File: src/rtl/wdt_pkg.sv
package wdt_pkg;
   localparam int ADDR_W = 5;
   localparam int DATA_W = 16;
   localparam int NLANES = DATA_W / 8;

   localparam logic [ADDR_W-1:0] OFS_KICK  = 5'h00;
   localparam logic [ADDR_W-1:0] OFS_FLAG1 = 5'h04;
   localparam logic [ADDR_W-1:0] OFS_FLAG2 = 5'h06;
   localparam logic [ADDR_W-1:0] OFS_CTRL  = 5'h08;
   localparam logic [ADDR_W-1:0] OFS_IEN   = 5'h0C;
   localparam logic [ADDR_W-1:0] OFS_START = 5'h12;

   localparam int B_FIRST = 3;
   localparam int B_SECOND = 1;
   localparam int B_BOOT = 2;
   localparam int B_HALT = 11;
   localparam int B_IEN = 13;

   typedef struct packed {
      logic first;
      logic second;
      logic boot;
   } wdt_flags_t;
endpackage

File: src/rtl/wdt_regs.sv
module wdt_regs
   import wdt_pkg::*;
#(
   parameter int CNT_W = 10,
   parameter int MIN_START = 4,
   parameter int START_RST = 20
) (
   input  logic              clk,
   input  logic              rst_n,
   input  logic [ADDR_W-1:0] addr,
   input  logic              wr,
   input  logic              rd,
   input  logic [NLANES-1:0] be,
   input  logic [DATA_W-1:0] wdata,
   input  logic [CNT_W-1:0]  count,
   input  wdt_flags_t        flags,
   output logic [DATA_W-1:0] rdata,
   output logic [CNT_W-1:0]  start_val,
   output logic              halt,
   output logic              ien,
   output logic              kick,
   output wdt_flags_t        clr
);
   localparam int UP_W = DATA_W - CNT_W;

   logic [DATA_W-1:0] lane_mask;
   logic [DATA_W-1:0] start_q;
   logic [DATA_W-1:0] start_cand;
   logic              halt_q;
   logic              ien_q;
   logic              flag1_wr;
   logic              flag2_wr;

   for (genvar g = 0; g < NLANES; g++) begin : g_lane
      assign lane_mask[g*8 +: 8] = {8{be[g]}};
   end

   assign start_cand = (start_q & ~lane_mask) | (wdata & lane_mask);

   always_ff @(posedge clk) begin
      if (!rst_n) begin
         start_q <= DATA_W'(START_RST);
         halt_q  <= 1'b1;
         ien_q   <= 1'b0;
      end else if (wr) begin
         if (addr == OFS_START) begin
            if (start_cand[CNT_W-1:0] >= CNT_W'(MIN_START))
               start_q <= start_cand;
            else
               start_q <= {start_cand[DATA_W-1:CNT_W], start_q[CNT_W-1:0]};
         end
         if (addr == OFS_CTRL && lane_mask[B_HALT])
            halt_q <= wdata[B_HALT];
         if (addr == OFS_IEN && lane_mask[B_IEN])
            ien_q <= wdata[B_IEN];
      end
   end

   assign flag1_wr = wr && (addr == OFS_FLAG1);
   assign flag2_wr = wr && (addr == OFS_FLAG2);

   assign kick       = wr && (addr == OFS_KICK);
   assign clr.first  = flag1_wr && lane_mask[B_FIRST] && wdata[B_FIRST];
   assign clr.second = flag2_wr && lane_mask[B_SECOND] && wdata[B_SECOND];
   assign clr.boot   = flag2_wr && lane_mask[B_BOOT] && wdata[B_BOOT];

   assign start_val = start_q[CNT_W-1:0];
   assign halt      = halt_q;
   assign ien       = ien_q;

   always_comb begin
      rdata = '0;
      if (rd) begin
         unique case (addr)
            OFS_KICK:  rdata[CNT_W-1:0] = count;
            OFS_FLAG1: rdata[B_FIRST] = flags.first;
            OFS_FLAG2: begin
               rdata[B_SECOND] = flags.second;
               rdata[B_BOOT]   = flags.boot;
            end
            OFS_CTRL:  rdata[B_HALT] = halt_q;
            OFS_IEN:   rdata[B_IEN] = ien_q;
            OFS_START: rdata = start_q;
            default:   rdata = '0;
         endcase
      end
   end

   if (UP_W < 0) begin : g_bad_width
      $error("wdt_regs: CNT_W wider than the data bus");
   end
endmodule

File: src/rtl/wdt_counter.sv
module wdt_counter #(
   parameter int CNT_W = 10,
   parameter int START_RST = 20
) (
   input  logic             clk,
   input  logic             rst_n,
   input  logic             tick,
   input  logic             halt,
   input  logic             kick,
   input  logic [CNT_W-1:0] start_val,
   output logic [CNT_W-1:0] count,
   output logic             expire
);
   logic [CNT_W-1:0] cnt_q;
   logic             step;

   assign step   = tick && !halt && !kick;
   assign expire = step && (cnt_q == '0);

   always_ff @(posedge clk) begin
      if (!rst_n)
         cnt_q <= CNT_W'(START_RST);
      else if (kick || expire)
         cnt_q <= start_val;
      else if (step)
         cnt_q <= cnt_q - CNT_W'(1);
   end

   assign count = cnt_q;
endmodule

File: src/rtl/wdt_status.sv
module wdt_status
   import wdt_pkg::*;
(
   input  logic       clk,
   input  logic       rst_n,
   input  logic       expire,
   input  logic       no_reboot,
   input  logic       ien,
   input  wdt_flags_t clr,
   output wdt_flags_t flags,
   output logic       irq,
   output logic       rst_req
);
   wdt_flags_t fl_q;
   logic       req_q;

   always_ff @(posedge clk) begin
      if (!rst_n) begin
         fl_q  <= '0;
         req_q <= 1'b0;
      end else begin
         req_q <= 1'b0;
         if (clr.first)  fl_q.first  <= 1'b0;
         if (clr.second) fl_q.second <= 1'b0;
         if (clr.boot)   fl_q.boot   <= 1'b0;
         if (expire) begin
            if (fl_q.first) begin
               fl_q.second <= 1'b1;
               fl_q.boot   <= 1'b1;
               req_q       <= !no_reboot;
            end else begin
               fl_q.first  <= 1'b1;
            end
         end
      end
   end

   assign flags   = fl_q;
   assign irq     = fl_q.first && ien;
   assign rst_req = req_q;
endmodule

File: src/rtl/wdt_twostage.sv
module wdt_twostage
   import wdt_pkg::*;
#(
   parameter int CNT_W = 10,
   parameter int MIN_START = 4,
   parameter int START_RST = 20
) (
   input  logic              clk,
   input  logic              rst_n,
   input  logic [ADDR_W-1:0] bus_addr,
   input  logic              bus_wr,
   input  logic              bus_rd,
   input  logic [NLANES-1:0] bus_be,
   input  logic [DATA_W-1:0] bus_wdata,
   output logic [DATA_W-1:0] bus_rdata,
   input  logic              tick_en,
   input  logic              no_reboot,
   output logic              irq_o,
   output logic              rst_req_o
);
   logic [CNT_W-1:0] count;
   logic [CNT_W-1:0] start_val;
   logic             halt;
   logic             ien;
   logic             kick;
   logic             expire;
   wdt_flags_t       clr;
   wdt_flags_t       flags;

   if (CNT_W < 3 || CNT_W > DATA_W) begin : g_chk_w
      $error("wdt_twostage: CNT_W out of range");
   end
   if (MIN_START < 1 || MIN_START >= (1 << CNT_W)) begin : g_chk_min
      $error("wdt_twostage: MIN_START out of range");
   end
   if (START_RST < MIN_START || START_RST >= (1 << CNT_W)) begin : g_chk_rst
      $error("wdt_twostage: START_RST out of range");
   end

   wdt_regs #(.CNT_W(CNT_W), .MIN_START(MIN_START), .START_RST(START_RST)) regs_i (
      .clk(clk), .rst_n(rst_n), .addr(bus_addr), .wr(bus_wr), .rd(bus_rd),
      .be(bus_be), .wdata(bus_wdata), .count(count), .flags(flags),
      .rdata(bus_rdata), .start_val(start_val), .halt(halt), .ien(ien),
      .kick(kick), .clr(clr)
   );

   wdt_counter #(.CNT_W(CNT_W), .START_RST(START_RST)) cnt_i (
      .clk(clk), .rst_n(rst_n), .tick(tick_en), .halt(halt), .kick(kick),
      .start_val(start_val), .count(count), .expire(expire)
   );

   wdt_status stat_i (
      .clk(clk), .rst_n(rst_n), .expire(expire), .no_reboot(no_reboot),
      .ien(ien), .clr(clr), .flags(flags), .irq(irq_o), .rst_req(rst_req_o)
   );
endmodule

File: config.mk
export PLATFORM = sky130hd
export DESIGN_NAME = wdt_twostage
export DESIGN_NICKNAME = d
export VERILOG_FILES = /design/src/rtl/wdt_pkg.sv /design/src/rtl/wdt_regs.sv /design/src/rtl/wdt_counter.sv /design/src/rtl/wdt_status.sv /design/src/rtl/wdt_twostage.sv
export SDC_FILE = /design/constraint.sdc
export NUM_CORES = 1
export LEC_CHECK = 0
export BUFFER_PORTS_ARGS = -buffer_cell sky130_fd_sc_hd__buf_2
export CAP_MARGIN = 40
export CORE_UTILIZATION = 54
export DETAILED_ROUTE_END_ITERATION = 12
export PLACE_DENSITY = 0.83
export SYNTH_ARGS = -nofsm -noshare
export SYNTH_HDL_FRONTEND = slang
export SYNTH_SLANG_ARGS = --single-unit
File: constraint.sdc
create_clock -name clk -period 2.3 [get_ports clk]
set_input_delay 0.575 -clock clk [delete_from_list [all_inputs] [get_ports clk]]
set_output_delay 0.575 -clock clk [all_outputs]
set_load 0.05 [all_outputs]
=== After elaboration in Yosys (flattened, before gate mapping) ===
Index checks and enable logic that the tools add are counted.

* Add/subtract/negate cells: 1
* Magnitude comparators: 1
* Equality and inequality tests: 5
* Mux-type cells: 18
* Bitwise operators: 4
* Reductions and logical operators: 26

{| class="wikitable"
|+ Operator list
! cell !! count
|-
| $and 16x16->16 || 2
|-
| $mux 10 || 2
|-
| $mux 16 || 1
|-
| $not 16->16 || 1
|-
| $or 16x16->16 || 1
|-
| $logic_and 1x1->1 || 14
|-
| $pmux 6 s2 || 1
|-
| $eq 5x3->1 const B || 2
|-
| $eq 5x4->1 const B || 2
|-
| $ge 10x3->1 const B || 1
|-
| $logic_not 10->1 || 1
|-
| $sub 10x1->10 const B || 1
|-
| $mux 1 || 6
|-
| $pmux 1 s2 || 3
|-
| $pmux 2 s3 || 1
|-
| $reduce_and 2->1 || 3
|-
| $reduce_and 3->1 || 2
|-
| $eq 5x5->1 const B || 1
|-
| $logic_not 5->1 || 1
|-
| $mux 2 || 2
|-
| $logic_not 1->1 || 3
|-
| $mux 3 || 1
|-
| $pmux 1 s3 || 1
|-
| $reduce_bool 2->1 || 1
|-
| $logic_or 1x1->1 || 1
|}

* Register bits: 32
* Input port bits: 29
* Output and inout port bits: 18
* Word-level logic and storage cells: 64

=== Longest topological paths before layout ===
* Word-level depth: 7
* Mapped depth: 8
* Depth with buffers taken out: 7

=== By module ===
A second synthesis with hierarchy kept.

* Cell total of the unflattened synthesis: 233
* Area total of the unflattened synthesis: 2,053.2 um2

{| class="wikitable"
|+ Modules (own cells, without submodules)
! module !! instances !! cells each !! area an instance (um2) !! sequential area each (um2)
|-
| wdt_regs || 1 || 151 || 1,253.7 || 360.3
|-
| wdt_counter || 1 || 69 || 651.9 || 200.2
|-
| wdt_status || 1 || 13 || 147.6 || 80.1
|}

=== Least setup slack after synthesis ===
No wires, ideal clock.

* Kind: input -> output
* Start: input bus_addr[3]
* End: output bus_rdata[13]
* Arrival time: 2,621 ps
* Required time: 1,725 ps
* Slack: -896 ps
* Cell stages on the path: 7
* Buffers on the path: 3
* Cells stage by stage: buf_6 -> nor4b_4 -> and2_0 -> buf_2 -> buf_4 -> nand2_1 -> a21boi_0

* Longest elaborated chain between the ends: 3
* Elaborated cells on any way between the ends: 4
* Classes of those cells: 2 x eq/ne; 2 x mux

{| class="wikitable"
|+ Ends and longest elaborated chain
! what !! RTL line !! source
|-
| start, declared || wdt_twostage.sv:10 || <nowiki>input logic [ADDR_W-1:0] bus_addr,</nowiki>
|-
| $eq 5x5->1 or $eq 5x4->1 (tied branches) || wdt_regs.sv:74 || <nowiki>unique case (addr)</nowiki>
|-
| $pmux 1 s2 (*) || wdt_regs.sv:74 ||
|-
| $mux 16 (*) || wdt_regs.sv:73 || <nowiki>if (rd) begin</nowiki>
|-
| end, declared || wdt_twostage.sv:15 || <nowiki>output logic [DATA_W-1:0] bus_rdata,</nowiki>
|}

Mark *: on every way between the ends. The rest lies on a longest branch, timed or not.

=== Worst setup path in the final report ===
* Start: input bus_addr[2]
* End: output bus_rdata[4]

* Longest elaborated chain between the ends: 3
* Elaborated cells on any way between the ends: 4
* Classes of those cells: 1 x eq/ne; 2 x mux; 1 x reduce/logical

{| class="wikitable"
|+ Ends and longest elaborated chain
! what !! RTL line
|-
| $eq 5x5->1 or $logic_not 5->1 (tied branches) || wdt_regs.sv:74
|-
| $pmux 6 s2 (*) || wdt_regs.sv:74
|-
| $mux 16 (*) || wdt_regs.sv:73
|}

Marked as above.

==> results.sh <==
export IMPL_fmax_ghz=0.3961
export IMPL_hold_class="input port to register"
export IMPL_cellLeakagePower_nw=1.199
export IMPL_htreeDepth=2
export IMPL_finalSetupViolations=16
export IMPL_worstPathArrival_ns=1.95
export IMPL_die_area_mm2=0.004036
export IMPL_viasPerCell=6.597
export IMPL_layout_min_cycle_time_ns=2.525
export IMPL_power_mw=1.264
export IMPL_grt_overflow=0
export IMPL_holdWs_ns=0.4514
export IMPL_root_buffer="clkbuf_8"
export IMPL_drt_wirelength_per_cell_um=21.14
export IMPL_dr_total_vias=2309
export IMPL_cts_tree="built"
export IMPL_final_cell_area_mm2=0.002872
export IMPL_path_clk_slew_ns=0.07
export IMPL_syn_nets=273
export IMPL_tightest_slew_ns=0.6256
export IMPL_status="finished, violations left"
export IMPL_drtIter0Drc=241
export IMPL_drive_gt1_share_pct=43.42
export IMPL_synth_top_cell_area_share_pct=31.33
export IMPL_r2r_slack_ns=0.30
export IMPL_rsz0062_at_grt="yes"
export IMPL_io_pins=47
export IMPL_die_y_um=63.53
export IMPL_setup_tns_ns=-2.470
export IMPL_grt_pass1_vias=2074
export IMPL_dp_slack_ns=-0.2029
export IMPL_grt_pass1_wl_mm=10.03
export IMPL_postPlaceCellArea_mm2=0.002496
export IMPL_max_stage_delay_ns=0.41
export IMPL_cp_start_kind="input port"
export IMPL_clock_latency_ns=0.29
export IMPL_place_gp_congestion=0.9367
export IMPL_finalClockSkew_ns=0.008599
export IMPL_ys_seq_area_share_pct=31.33
export IMPL_cp_data_required_time_ns=1.73
export IMPL_firstDrtPassIters=5
export IMPL_synthDistinctLibCells=57
export IMPL_postRouteAntennaNets=0
export IMPL_die_x_um=63.53
export IMPL_numPortBuffers=46
export IMPL_worstPathMaxFanout=7
export IMPL_cp_cell_sequence="buf_6 -> nor4b_4 -> and2_4 -> buf_8 -> a22oi_2 -> nor2b_4 -> buf_6"
export IMPL_dp_hpwl_mm=4.101
export IMPL_clock_sinks=32
export IMPL_fin_crit_sh_pct=109.8
export IMPL_slew_headroom_pct=58.30
export IMPL_powerDensity_mw_per_mm2=440.1
export IMPL_syn_to_final_growth_pct=40.45
export IMPL_std_cell_rows=21
export IMPL_synth_flop_cell="dfxtp_1"
export IMPL_grt_usage_pct=32.71
export IMPL_cp_end_kind="output pin"
export IMPL_finish_net_count=334
export IMPL_fin_ws_ns=-0.2249
export IMPL_clockBufferDepth=2
export IMPL_cp_num_buf_inv=3
export IMPL_drc_errors=0
export IMPL_start_util_pct=58.95
export IMPL_drv_cap=0
export IMPL_synth_seq_cells=32
export IMPL_crit_top_cell="buf_6"
export IMPL_violations="setup timing"
export IMPL_drv_slew=0
export IMPL_syn_inst=242
export IMPL_hold_violations=0
export IMPL_async_reset_ff_share_pct=0
export IMPL_synth_most_common_cell="dfxtp_1"
export IMPL_grt_max_degree=18
export IMPL_core_mm2=0.003468
export IMPL_vdd_drop_max_mv=0.3743
export IMPL_yosys_top_cells_count="dfxtp_1, nand2_1, nor2_1, mux2i_1, nand3_1"
export IMPL_syn_area_mm2=0.002044
export IMPL_ys_top_cells_by_area="dfxtp_1, mux2i_1, nand2_1, a22oi_1, nor2_1"
export IMPL_antenna_cells=0
export IMPL_cts_buffers_inserted=5
export IMPL_yosys_warnings=0
export IMPL_yosys_area_top_type="dfxtp_1"
export IMPL_totalWireLength_mm=7.398
export IMPL_synth_edff_count=0
export IMPL_cpLargestDelayFamily="simple AND/OR/NAND/NOR gates"
export IMPL_antenna_found_initial=0
export IMPL_worstSetupPathType="input port to output pin"
export IMPL_avgSynthCellArea_um2=8.448
export IMPL_slowest_stage="nor4b_4"
-- layout make-up --
type,instances,area [µm²]
clock buffers,6,72.57
clock inverters,2,35.03
fillers,199,596.8
inverters,7,26.28
multi-input cells,188,1464
flip-flops and latches,32,640.6
well taps,46,57.56
repair buffers,69,575.6
-- repair_timing --
| action | in CTS | in global routing |
|---|---|---|
| hold buffers | 0 | 0 |
| endpoints found under the setup margin | 16 | 15 |
| buffers inserted | 3 | 0 |
| pin swaps | 8 | 10 |
| resized for setup | 55 | 16 |
-- cell usage in the layout, fill, tap and decap left out, drive strengths merged, types with 2 or more instances in the layout --
cell / count
nor4: 3
a21oi: 8
and4b: 2
o2111ai: 2
a31oi: 4
nand4: 7
nand3: 17
ha: 2
mux2i: 15
dfxtp: 32
buf: 69
o211ai: 2
nor2: 20
o21ai: 19
nand2: 26
nor3b: 3
and2: 4
and3: 5
nor3: 7
clkbuf: 6
inv: 7
nor2b: 10
a22oi: 10
a31o: 2
-- report_power, final --
| part | leakage, nW | internal, mW | switching, mW |
|---|---|---|---|
| Clock | 0.0552 | 0.321 | 0.223 |
| Combinational | 0.885 | 0.0673 | 0.0912 |
| Sequential | 0.258 | 0.557 | 0.00432 |
-- final timing paths --
path | start | endpoint | depth (start not counted)
worst max-delay path | bus_addr[2] | bus_rdata[4] | 7
worst min-delay path | no_reboot | stat_i.rst_req$_SDFF_PN0_ | 2
worst max register to register | cnt_i.count[1]$_SDFFE_PN0P_ | cnt_i.count[7]$_SDFFE_PN0P_ | 7
worst min register to register | register | register | 2
-- through the flow --
step,instances,utilization [%]
global placement,339,71.97
detailed placement,339,71.97
global route,350,82.79
floorplan,242,-
finish,350,82.79
CTS,349,80.99
-- kinds of logic (layout without fill, tap and decap cells) --
family,Yosys count,after routing,share of synthesized area (%)
AOI/OAI and AO/OA,57,57,19.95
and+or+nand+nor,111,111,31.82
xor gates and xnor gates,2,2,0.8569
buffers and inverters,22,84,6.732
muxes,16,16,8.078
DFF,32,32,31.33
adders and majority gates,2,2,1.224
-- routing by layer --
layer	track usage, %	up-vias	wire, µm	share of wire (%)
met1	39.51	1070	2869	39
met4	17.61	0	342	4.6
met5	0	-	0	0
met3	5.435	39	716	9.7
li1	-	1018	-	-
met2	54.79	182	3470	47
(Power assumes the default switching activity.)
